--- src/rtl/rtc_pkg.sv ---
package rtc_pkg;
  localparam int SEC_LAST = 59;
  localparam int MIN_LAST = 59;
  localparam int HR_LAST  = 23;
  localparam int SEC_W    = $clog2(SEC_LAST + 1);
  localparam int MIN_W    = $clog2(MIN_LAST + 1);
  localparam int HR_W     = $clog2(HR_LAST + 1);
endpackage

--- src/rtl/rtc_timebase.sv ---
module rtc_timebase #(
  parameter int CNT_W = 16
) (
  input  logic clk_i,
  input  logic rst_ni,
  input  logic clr_i,
  input  logic en_i,
  output logic ovf_o
);
  localparam logic [CNT_W-1:0] RELOAD = {1'b1, {(CNT_W-1){1'b0}}};

  logic [CNT_W-1:0] cnt_q;

  assign ovf_o = en_i & ~clr_i & (&cnt_q);

  // only the top bit is forced on wrap; low bits roll through zero untouched
  always_ff @(posedge clk_i or negedge rst_ni) begin
    if (!rst_ni)        cnt_q <= '0;
    else if (clr_i)     cnt_q <= '0;
    else if (ovf_o)     cnt_q <= RELOAD;
    else if (en_i)      cnt_q <= cnt_q + 1'b1;
  end
endmodule

--- src/rtl/rtc_field.sv ---
module rtc_field #(
  parameter int W    = 6,
  parameter int LAST = 59
) (
  input  logic         clk_i,
  input  logic         rst_ni,
  input  logic         clr_i,
  input  logic         load_i,
  input  logic [W-1:0] load_val_i,
  input  logic         inc_i,
  output logic [W-1:0] val_o
);
  localparam logic [W-1:0] LAST_V = W'(LAST);

  logic [W-1:0] val_q;
  logic [W-1:0] load_clamped;

  assign load_clamped = (load_val_i > LAST_V) ? LAST_V : load_val_i;
  assign val_o        = val_q;

  always_ff @(posedge clk_i or negedge rst_ni) begin
    if (!rst_ni)      val_q <= '0;
    else if (clr_i)   val_q <= '0;
    else if (load_i)  val_q <= load_clamped;
    else if (inc_i)   val_q <= (val_q == LAST_V) ? '0 : val_q + 1'b1;
  end
endmodule

--- src/rtl/rtc_hms.sv ---
module rtc_hms
  import rtc_pkg::*;
#(
  parameter int CNT_W = 16
) (
  input  logic             clk_i,
  input  logic             rst_ni,
  input  logic             clr_i,
  input  logic             tick_en_i,
  input  logic             irq_en_i,
  input  logic             load_i,
  input  logic [SEC_W-1:0] load_sec_i,
  input  logic [MIN_W-1:0] load_min_i,
  input  logic [HR_W-1:0]  load_hr_i,
  output logic [SEC_W-1:0] sec_o,
  output logic [MIN_W-1:0] min_o,
  output logic [HR_W-1:0]  hr_o,
  output logic             irq_o
);
  logic ovf;
  logic step;
  logic sec_wrap;
  logic min_wrap;
  logic irq_q;

  rtc_timebase #(.CNT_W(CNT_W)) u_timebase (
    .clk_i  (clk_i),
    .rst_ni (rst_ni),
    .clr_i  (clr_i),
    .en_i   (tick_en_i),
    .ovf_o  (ovf)
  );

  // load and clear override the tick; the timebase is untouched by load
  assign step     = ovf & irq_en_i & ~load_i & ~clr_i;
  assign sec_wrap = step & (sec_o == SEC_W'(SEC_LAST));
  assign min_wrap = sec_wrap & (min_o == MIN_W'(MIN_LAST));

  rtc_field #(.W(SEC_W), .LAST(SEC_LAST)) u_sec (
    .clk_i      (clk_i),
    .rst_ni     (rst_ni),
    .clr_i      (clr_i),
    .load_i     (load_i),
    .load_val_i (load_sec_i),
    .inc_i      (step),
    .val_o      (sec_o)
  );

  rtc_field #(.W(MIN_W), .LAST(MIN_LAST)) u_min (
    .clk_i      (clk_i),
    .rst_ni     (rst_ni),
    .clr_i      (clr_i),
    .load_i     (load_i),
    .load_val_i (load_min_i),
    .inc_i      (sec_wrap),
    .val_o      (min_o)
  );

  rtc_field #(.W(HR_W), .LAST(HR_LAST)) u_hr (
    .clk_i      (clk_i),
    .rst_ni     (rst_ni),
    .clr_i      (clr_i),
    .load_i     (load_i),
    .load_val_i (load_hr_i),
    .inc_i      (min_wrap),
    .val_o      (hr_o)
  );

  always_ff @(posedge clk_i or negedge rst_ni) begin
    if (!rst_ni) irq_q <= 1'b0;
    else         irq_q <= step;
  end

  assign irq_o = irq_q;
endmodule

--- config.mk ---
export PLATFORM = sky130hd
export DESIGN_NAME = rtc_hms
export DESIGN_NICKNAME = d
export VERILOG_FILES = /design/src/rtl/rtc_pkg.sv /design/src/rtl/rtc_timebase.sv /design/src/rtl/rtc_field.sv /design/src/rtl/rtc_hms.sv
export SDC_FILE = /design/constraint.sdc
export NUM_CORES = 1
export LEC_CHECK = 0
export BUFFER_PORTS_ARGS = -buffer_cell sky130_fd_sc_hd__buf_4
export CORE_UTILIZATION = 50
export DETAILED_ROUTE_END_ITERATION = 10
export PLACE_DENSITY_LB_ADDON = 0.3
export SETUP_SLACK_MARGIN = 0.4
export SYNTH_ARGS = -nofsm -noshare
export SYNTH_HDL_FRONTEND = slang
export SYNTH_SLANG_ARGS = --single-unit
--- constraint.sdc ---
create_clock -name clk_i -period 1.9 [get_ports clk_i]
set_input_delay 0.285 -clock clk_i [delete_from_list [all_inputs] [get_ports clk_i]]
set_output_delay 0.285 -clock clk_i [all_outputs]
set_load 0.01 [all_outputs]
==> impl_metrics.toml, run 1 <==
[run_status]
run_status = "finished, final reports clean"

[pwr]
report.power.total_uw = 1786
pwr-share-comb_pct = 21.3
cellInternalPower_uw = 1232
leakagePower_uw = 0.001398
sequentialPowerShare_pct = 46.1
power.switching_uw = 554.1
power_per_cell_area_nw_per_um2 = 526.3
netSwitchingFraction_pct = 31.02
power_frac_clock_pct = 32.6
vdd.ir_drop.worst_mv = 0.5081

[logic_synthesis]
seq_area_frac_synth_pct = 38.25
synth.ff_latch_count = 34
synth_area_per_cell_um2 = 8.656
synth_top_cells_by_area = "sky130_fd_sc_hd__dfrtp_1, sky130_fd_sc_hd__nand2_1, sky130_fd_sc_hd__a21oi_1"
synth_ff_type = "sky130_fd_sc_hd__dfrtp_1"
ys.warnings.count = 0
fraction_of_post_synthesis_cell_area_in_the_top_cell_type_by_area_pct = 38.25
synth_enable_flop_cells = 0
post_synth_inst_count = 257
netlist_top_cells_count = "sky130_fd_sc_hd__dfrtp_1, sky130_fd_sc_hd__nand2_1, sky130_fd_sc_hd__nor2_1, sky130_fd_sc_hd__a21oi_1, sky130_fd_sc_hd__nand3_1"
yosysMostFrequentCell = "sky130_fd_sc_hd__dfrtp_1"
netlist_area_um2 = 2225
synthDominantAreaCellType = "sky130_fd_sc_hd__dfrtp_1"
post_synth_num_cell_types = 56
synthArstFlopShare_pct = 100.0
syn_nets = 284

[routing]
wl_per_cell_um = 21.65
totalWireLength_um = 8423
final_ant_viol_nets = 0
detailedRoute.firstIterationViolations = 319
firstDrtPassIters = 6
vias_per_cell = 7.067
post_route_drc_violation_count = 0
num_vias = 2749

[run]
maxCapViolCount = 0

[setup_path]
critPathSlowestCell = "sky130_fd_sc_hd__dfrtp_1"
crit_type = "register to register"
worst-endpoint-arrival_ps = 2010
end_kind = "register"
timing.critical_path.slowest_cell_delay_ps = 410
worst-endpoint-required_ps = 2050
critical_path.startpoint_type = "register"
largest_delay_contributor_family_on_the_critical_path = "simple AND/OR/NAND/NOR gates"
cp_cell_sequence = "ha_4, nand3_4, nor2_4, buf_12, nand4_4, buf_6, o2111ai_4, o311ai_4"
critPathBufInv = 2
timing.critical_path.fanout_max = 4

[sta]
period_needed_ps = 1854
clock-skew-final_ps = 9.069
finalHoldViolations = 0
max_slew_margin_pct = 60.98
finalMaxSlewViolations = 0
achievable_frequency_mhz = 539.3
tightestPinTransition_ps = 583.1
setup_repair_after_global_routing_missed_its_margin = "true"
setup-violations-final = 0
final.hold.worst_slack_ps = 262.1
fin_crit_sh_pct = 97.60
setup-tns-final_ps = 0

[global_routing]
via_count_of_the_first_global_routing_pass = 2407
grtUsageMet3_pct = 7.237
grt_use_total_pct = 33.22
grt.overflow.total = 0
initial_antenna_violation_count = 0
global_route_wire_length_before_repair_um = 11370
grt_max_degree = 35
met1_usage_pct = 42.58
globalRouteMet2Util_pct = 53.31
gr-max-usage-layer = "met2"

[clock_tree]
cts-buffers-inserted = 5
clock_root_cell = "sky130_fd_sc_hd__clkbuf_8"
worst_skew_pair.late_latency_ps = 300
h-tree-depth = 2
tritoncts = "built"
tritoncts_num_sinks = 34
ctsLongestPathBuffers = 2
clkTransAtPathRegs_ps = 80

[final_layout]
syn2layout_area_growth_pct = 52.59
antenna_cells = 0
post_route_cells_drive_above_1_share_pct = 48.08
final_net_count = 365
final_design_area_no_fill_um2 = 3395
finalCoreUtilization_pct = 81.91

[floorplanning]
die_height_um = 68.70
die_width_um = 68.70
ios = 41
num_rows = 23
design.die.area_um2 = 4720
fp.coreArea_um2 = 4144
initial_utilization_pct = 53.68

[placed_design]
port_buffers = 40
globalplace.congestion = 0.8263
postPlaceCellArea_um2 = 2750
hpwl_um = 4240

[worst_hold_path]
min_path_type = "input port to register"
## logic make-up after synthesis
kind of cell	after synthesis	share of synthesized area (%)
and+or+nand+nor	113	28.29
buffers and inverters	18	4.331
AOI/OAI and AO/OA	85	25.59
adders and majority gates	4	2.250
DFF	34	38.25
xor gates and xnor gates	1	0.3938
muxes	2	0.8999
## path summary, 6_finish.rpt
kind | start | end | slack, ps | cells past startpoint
worst max-delay path | u_timebase.cnt_q[0] | u_hr.val_o[0] | 50 | 8
worst min-delay path | load_sec_i[5] | u_sec.val_o[5] | 260 | 3
worst max register to register | u_timebase.cnt_q[0] | u_hr.val_o[0] | 50 | 8
worst min register to register | u_timebase.cnt_q[4] | u_timebase.cnt_q[4] | 550 | 1
max in group asynchronous | rst_ni | u_sec.val_o[0] | 1060 | 2
min in group asynchronous | rst_ni | u_timebase.cnt_q[1] | 470 | 2
## metrics by stage
step / std cells / setup slack (ps)
global route: 389 / 3.872
floorplan: 257 / 234.3
detailed placement: 349 / 76.98
finish: 389 / 45.58
global placement: 349 / 122.6
CTS: 382 / 224.1
## power groups by stage
| stage | clock (µW) | sequential, µW | combinational (µW) |
|---|---|---|---|
| after floorplan | 0 | 839 | 138 |
| after global placement | 0 | 835 | 287 |
| final | 582 | 824 | 381 |
| after detailed placement | 0 | 837 | 295 |
| after global routing | 604 | 831 | 407 |
| after CTS | 584 | 821 | 335 |
## cell usage in the layout, fill, tap and decap left out, types with 3 or more instances in the layout
cell type	count
sky130_fd_sc_hd__nor3_1	5
sky130_fd_sc_hd__nor2_4	3
sky130_fd_sc_hd__nand3_1	14
sky130_fd_sc_hd__o21ai_0	11
sky130_fd_sc_hd__buf_4	76
sky130_fd_sc_hd__nand3_2	4
sky130_fd_sc_hd__dfrtp_2	7
sky130_fd_sc_hd__o21ai_1	4
sky130_fd_sc_hd__nand2_2	4
sky130_fd_sc_hd__nand4_1	4
sky130_fd_sc_hd__buf_6	3
sky130_fd_sc_hd__nand2b_1	3
sky130_fd_sc_hd__nor3b_1	3
sky130_fd_sc_hd__clkbuf_8	6
sky130_fd_sc_hd__a21o_1	5
sky130_fd_sc_hd__nor2_2	3
sky130_fd_sc_hd__buf_12	4
sky130_fd_sc_hd__inv_1	4
sky130_fd_sc_hd__nand2_1	26
sky130_fd_sc_hd__dfrtp_1	27
sky130_fd_sc_hd__nor2_1	18
sky130_fd_sc_hd__ha_4	3
sky130_fd_sc_hd__o22ai_1	3
sky130_fd_sc_hd__a21oi_1	7
sky130_fd_sc_hd__o211ai_1	4
sky130_fd_sc_hd__a31oi_1	7
sky130_fd_sc_hd__a21oi_2	11
## sequential cells by signal, indices dropped and copies added, names as in the netlist
name              cells
u_timebase.cnt_q     16
u_min.val_o           6
u_sec.val_o           6
u_hr.val_o            5
irq_o                 1
## repair_timing
item,in CTS,in global routing
pin swaps,18,21
cloned,2,0
endpoints found under the hold margin,34,0
endpoints found under the setup margin,31,34
hold buffers,1,0
resized for setup,26,26
buffers inserted,22,7
## worst min-delay path: stages
cell	delay (ps)
sky130_fd_sc_hd__buf_4	110
sky130_fd_sc_hd__nand2_1	70
sky130_fd_sc_hd__a21oi_2	50
## cell type report
| type | count | area, µm² |
|---|---|---|
| multi-input combinational | 206 | 1633 |
| clock inverter | 2 | 12.51 |
| tap | 50 | 62.56 |
| clock buffer | 6 | 82.58 |
| fill | 237 | 749.5 |
| sequential | 34 | 859.6 |
| timing repair buffer | 85 | 721.9 |
| inverter | 6 | 22.52 |
## routing by layer
| metal | vias to the layer above | part of all wire, % |
|---|---|---|
| li1 | 1157 | - |
| met1 | 1280 | 37 |
| met2 | 249 | 47 |
| met3 | 63 | 11 |
| met4 | 0 | 5.5 |
| met5 | - | 0 |
No activity file was read; power rests on OpenSTA's default activity.
==> run 2: changes to the inputs <==
==> constraint.sdc (replaced) <==
create_clock -name clk_i -period 1.9 [get_ports clk_i]
set_input_delay 0.19 -clock clk_i [delete_from_list [all_inputs] [get_ports clk_i]]
set_output_delay 0.19 -clock clk_i [all_outputs]
set_load 0.01 [all_outputs]
==> impl_metrics.toml, run 2 (synthesized netlist as in run 1, its figures left out) <==
[floorplanning]
num_rows = 23
die_height_um = 68.70
die_width_um = 68.70
initial_utilization_pct = 53.68
fp.coreArea_um2 = 4144
ios = 41
design.die.area_um2 = 4720

[final_layout]
layoutNonFillerInstCount = 380
antenna_cells = 0
seqCellArea_um2 = 864.6
mostFrequentLayoutCell = "sky130_fd_sc_hd__buf_4"
multi_input_gate_area_in_the_final_layout_um2 = 1526
largest_register_ff_count = 16
largest_register = "u_timebase.cnt_q"
syn2layout_area_growth_pct = 42.58
filler_cell_count = 273
layout_common_cells = "sky130_fd_sc_hd__buf_4, sky130_fd_sc_hd__nand2_1, sky130_fd_sc_hd__dfrtp_1"
post_route_cells_drive_above_1_share_pct = 42.42
final_net_count = 357
finalCoreUtilization_pct = 76.54

[worst_hold_path]
hold_path_depth = 3
hp-start = "load_min_i[5]"
hold_end = "u_min.val_o[5]"
min_path_type = "input port to register"

[routing]
firstDrtPassIters = 5
num_vias = 2537
final_ant_viol_nets = 0
detailedRoute.firstIterationViolations = 364
totalWireLength_um = 7232
vias_per_cell = 6.676
wl_per_cell_um = 19.03
post_route_drc_violation_count = 0

[clock_tree]
clock_root_cell = "sky130_fd_sc_hd__clkbuf_8"
ctsLongestPathBuffers = 2
tritoncts_num_sinks = 34
clkTransAtPathRegs_ps = 70
tritoncts = "built"
cts-buffers-inserted = 5
h-tree-depth = 2
worst_skew_pair.late_latency_ps = 300

[sta]
finalHoldViolations = 0
fin_crit_sh_pct = 90.66
setup-tns-final_ps = 0
final.hold.worst_slack_ps = 163.5
achievable_frequency_mhz = 580.5
tightestPinTransition_ps = 547.5
period_needed_ps = 1723
setup_repair_after_global_routing_missed_its_margin = "true"
clock-skew-final_ps = 6.715
finalMaxSlewViolations = 0
setup-violations-final = 0
max_slew_margin_pct = 63.37

[global_routing]
grt_max_degree = 35
initial_antenna_violation_count = 0
global_route_wire_length_before_repair_um = 10440
grt.overflow.total = 0
via_count_of_the_first_global_routing_pass = 2195
grt_use_total_pct = 30.06

[setup_path]
reg2reg_setup_slack_ps = 180
r2r_cells = 5
critical_path.startpoint_type = "register"
worst-endpoint-required_ps = 2110
worst-endpoint-arrival_ps = 1930
critPathSlowestCell = "sky130_fd_sc_hd__or4_4"
timing.critical_path.slowest_cell_delay_ps = 440
worstSetupStartpoint = "u_timebase.cnt_q[4]"
timing.critical_path.fanout_max = 7
cp_cell_sequence = "nand3_1, nor2_4, nand4_4, or4_4, o311ai_2"
end_kind = "register"
r2r_start = "u_timebase.cnt_q[4]"
critical_path.reg2reg.endpoint = "u_min.val_o[5]"
crit_type = "register to register"

[pwr]
leakagePower_uw = 0.001323
power_per_cell_area_nw_per_um2 = 534.4
vdd.ir_drop.worst_mv = 0.4965

[run]
maxCapViolCount = 0

[placed_design]
globalplace.congestion = 0.8258
hpwl_um = 4070
placed_cells = 349
port_buffers = 40

[run_status]
run_status = "finished, final reports clean"
## run 2: cell types whose count changed in the layout (fill, tap and decap cells not counted), moves of 3 or more
cell,previous run,this run
sky130_fd_sc_hd__buf_4,76,68
sky130_fd_sc_hd__a21oi_2,11,7
sky130_fd_sc_hd__buf_6,3,7
sky130_fd_sc_hd__dfrtp_1,27,23
sky130_fd_sc_hd__dfrtp_2,7,11
sky130_fd_sc_hd__a21oi_1,7,10
sky130_fd_sc_hd__buf_12,4,1
sky130_fd_sc_hd__nand2_1,26,29
sky130_fd_sc_hd__nand3_1,14,17
sky130_fd_sc_hd__nand3_2,4,1
sky130_fd_sc_hd__nor2_1,18,21
sky130_fd_sc_hd__nor2_2,3,0
## run 2: timing repair
action / 4_1_cts / 5_1_grt
hold buffers: 1 / 0
endpoints found under the hold margin: 34 / 0
endpoints found under the setup margin: 31 / 32
cloned: 1 / 0
buffers inserted: 10 / 12
gates resized for setup: 26 / 17
pin swaps: 34 / 18
## run 2: critical path, delay by kind of cell (launching register included)
family / cells / cell delay [ps]
flip-flops: 1 / 420
AO/OA/AOI/OAI: 1 / 90
AND/OR/NAND/NOR: 4 / 1120
## run 2: where the power goes
part,internal (µW),switching (µW)
clock network,253,280
logic,162,173
registers,763,64.2
total,1180,517
## run 2: how the worst max path moves through the flow
stage / end / slack (ps)
finish: u_min.val_o[5] / 180
global route: u_min.val_o[5] / 120
global placement: u_min.val_o[0] / 130
CTS: u_timebase.cnt_q[4] / 180
detailed placement: u_min.val_o[0] / 90
floorplan: u_timebase.cnt_q[5] / 230
## run 2: metal layers
| layer | GRT usage, % | vias to the layer above | share of wire [%] |
|---|---|---|---|
| li1 | - | 1125 | - |
| met3 | 4.934 | 30 | 7.4 |
| met1 | 40.18 | 1225 | 40 |
| met2 | 46.81 | 157 | 49 |
| met5 | 0 | - | 0 |
| met4 | 15.05 | 0 | 3.1 |
## run 2: cell type report
| cell class | instances | share of cell area (%) |
|---|---|---|
| multi-input combinational | 206 | 48.13 |
| clock buffer | 7 | 2.406 |
| timing repair buffer | 77 | 19.53 |
| sequential | 34 | 27.26 |
| tap | 50 | 1.972 |
| inverter | 6 | 0.7101 |
## run 2: through the flow
step                      total power, µW  setup WS (ps)  area [µm²]
after floorplan                     977.1          234.3        2355
after global placement               1116          133.6        2738
after detailed placement             1124          87.02        2738
after CTS                            1649          180.6        3005
after global routing                 1751          119.9        3172
final                                1695          177.4        3172
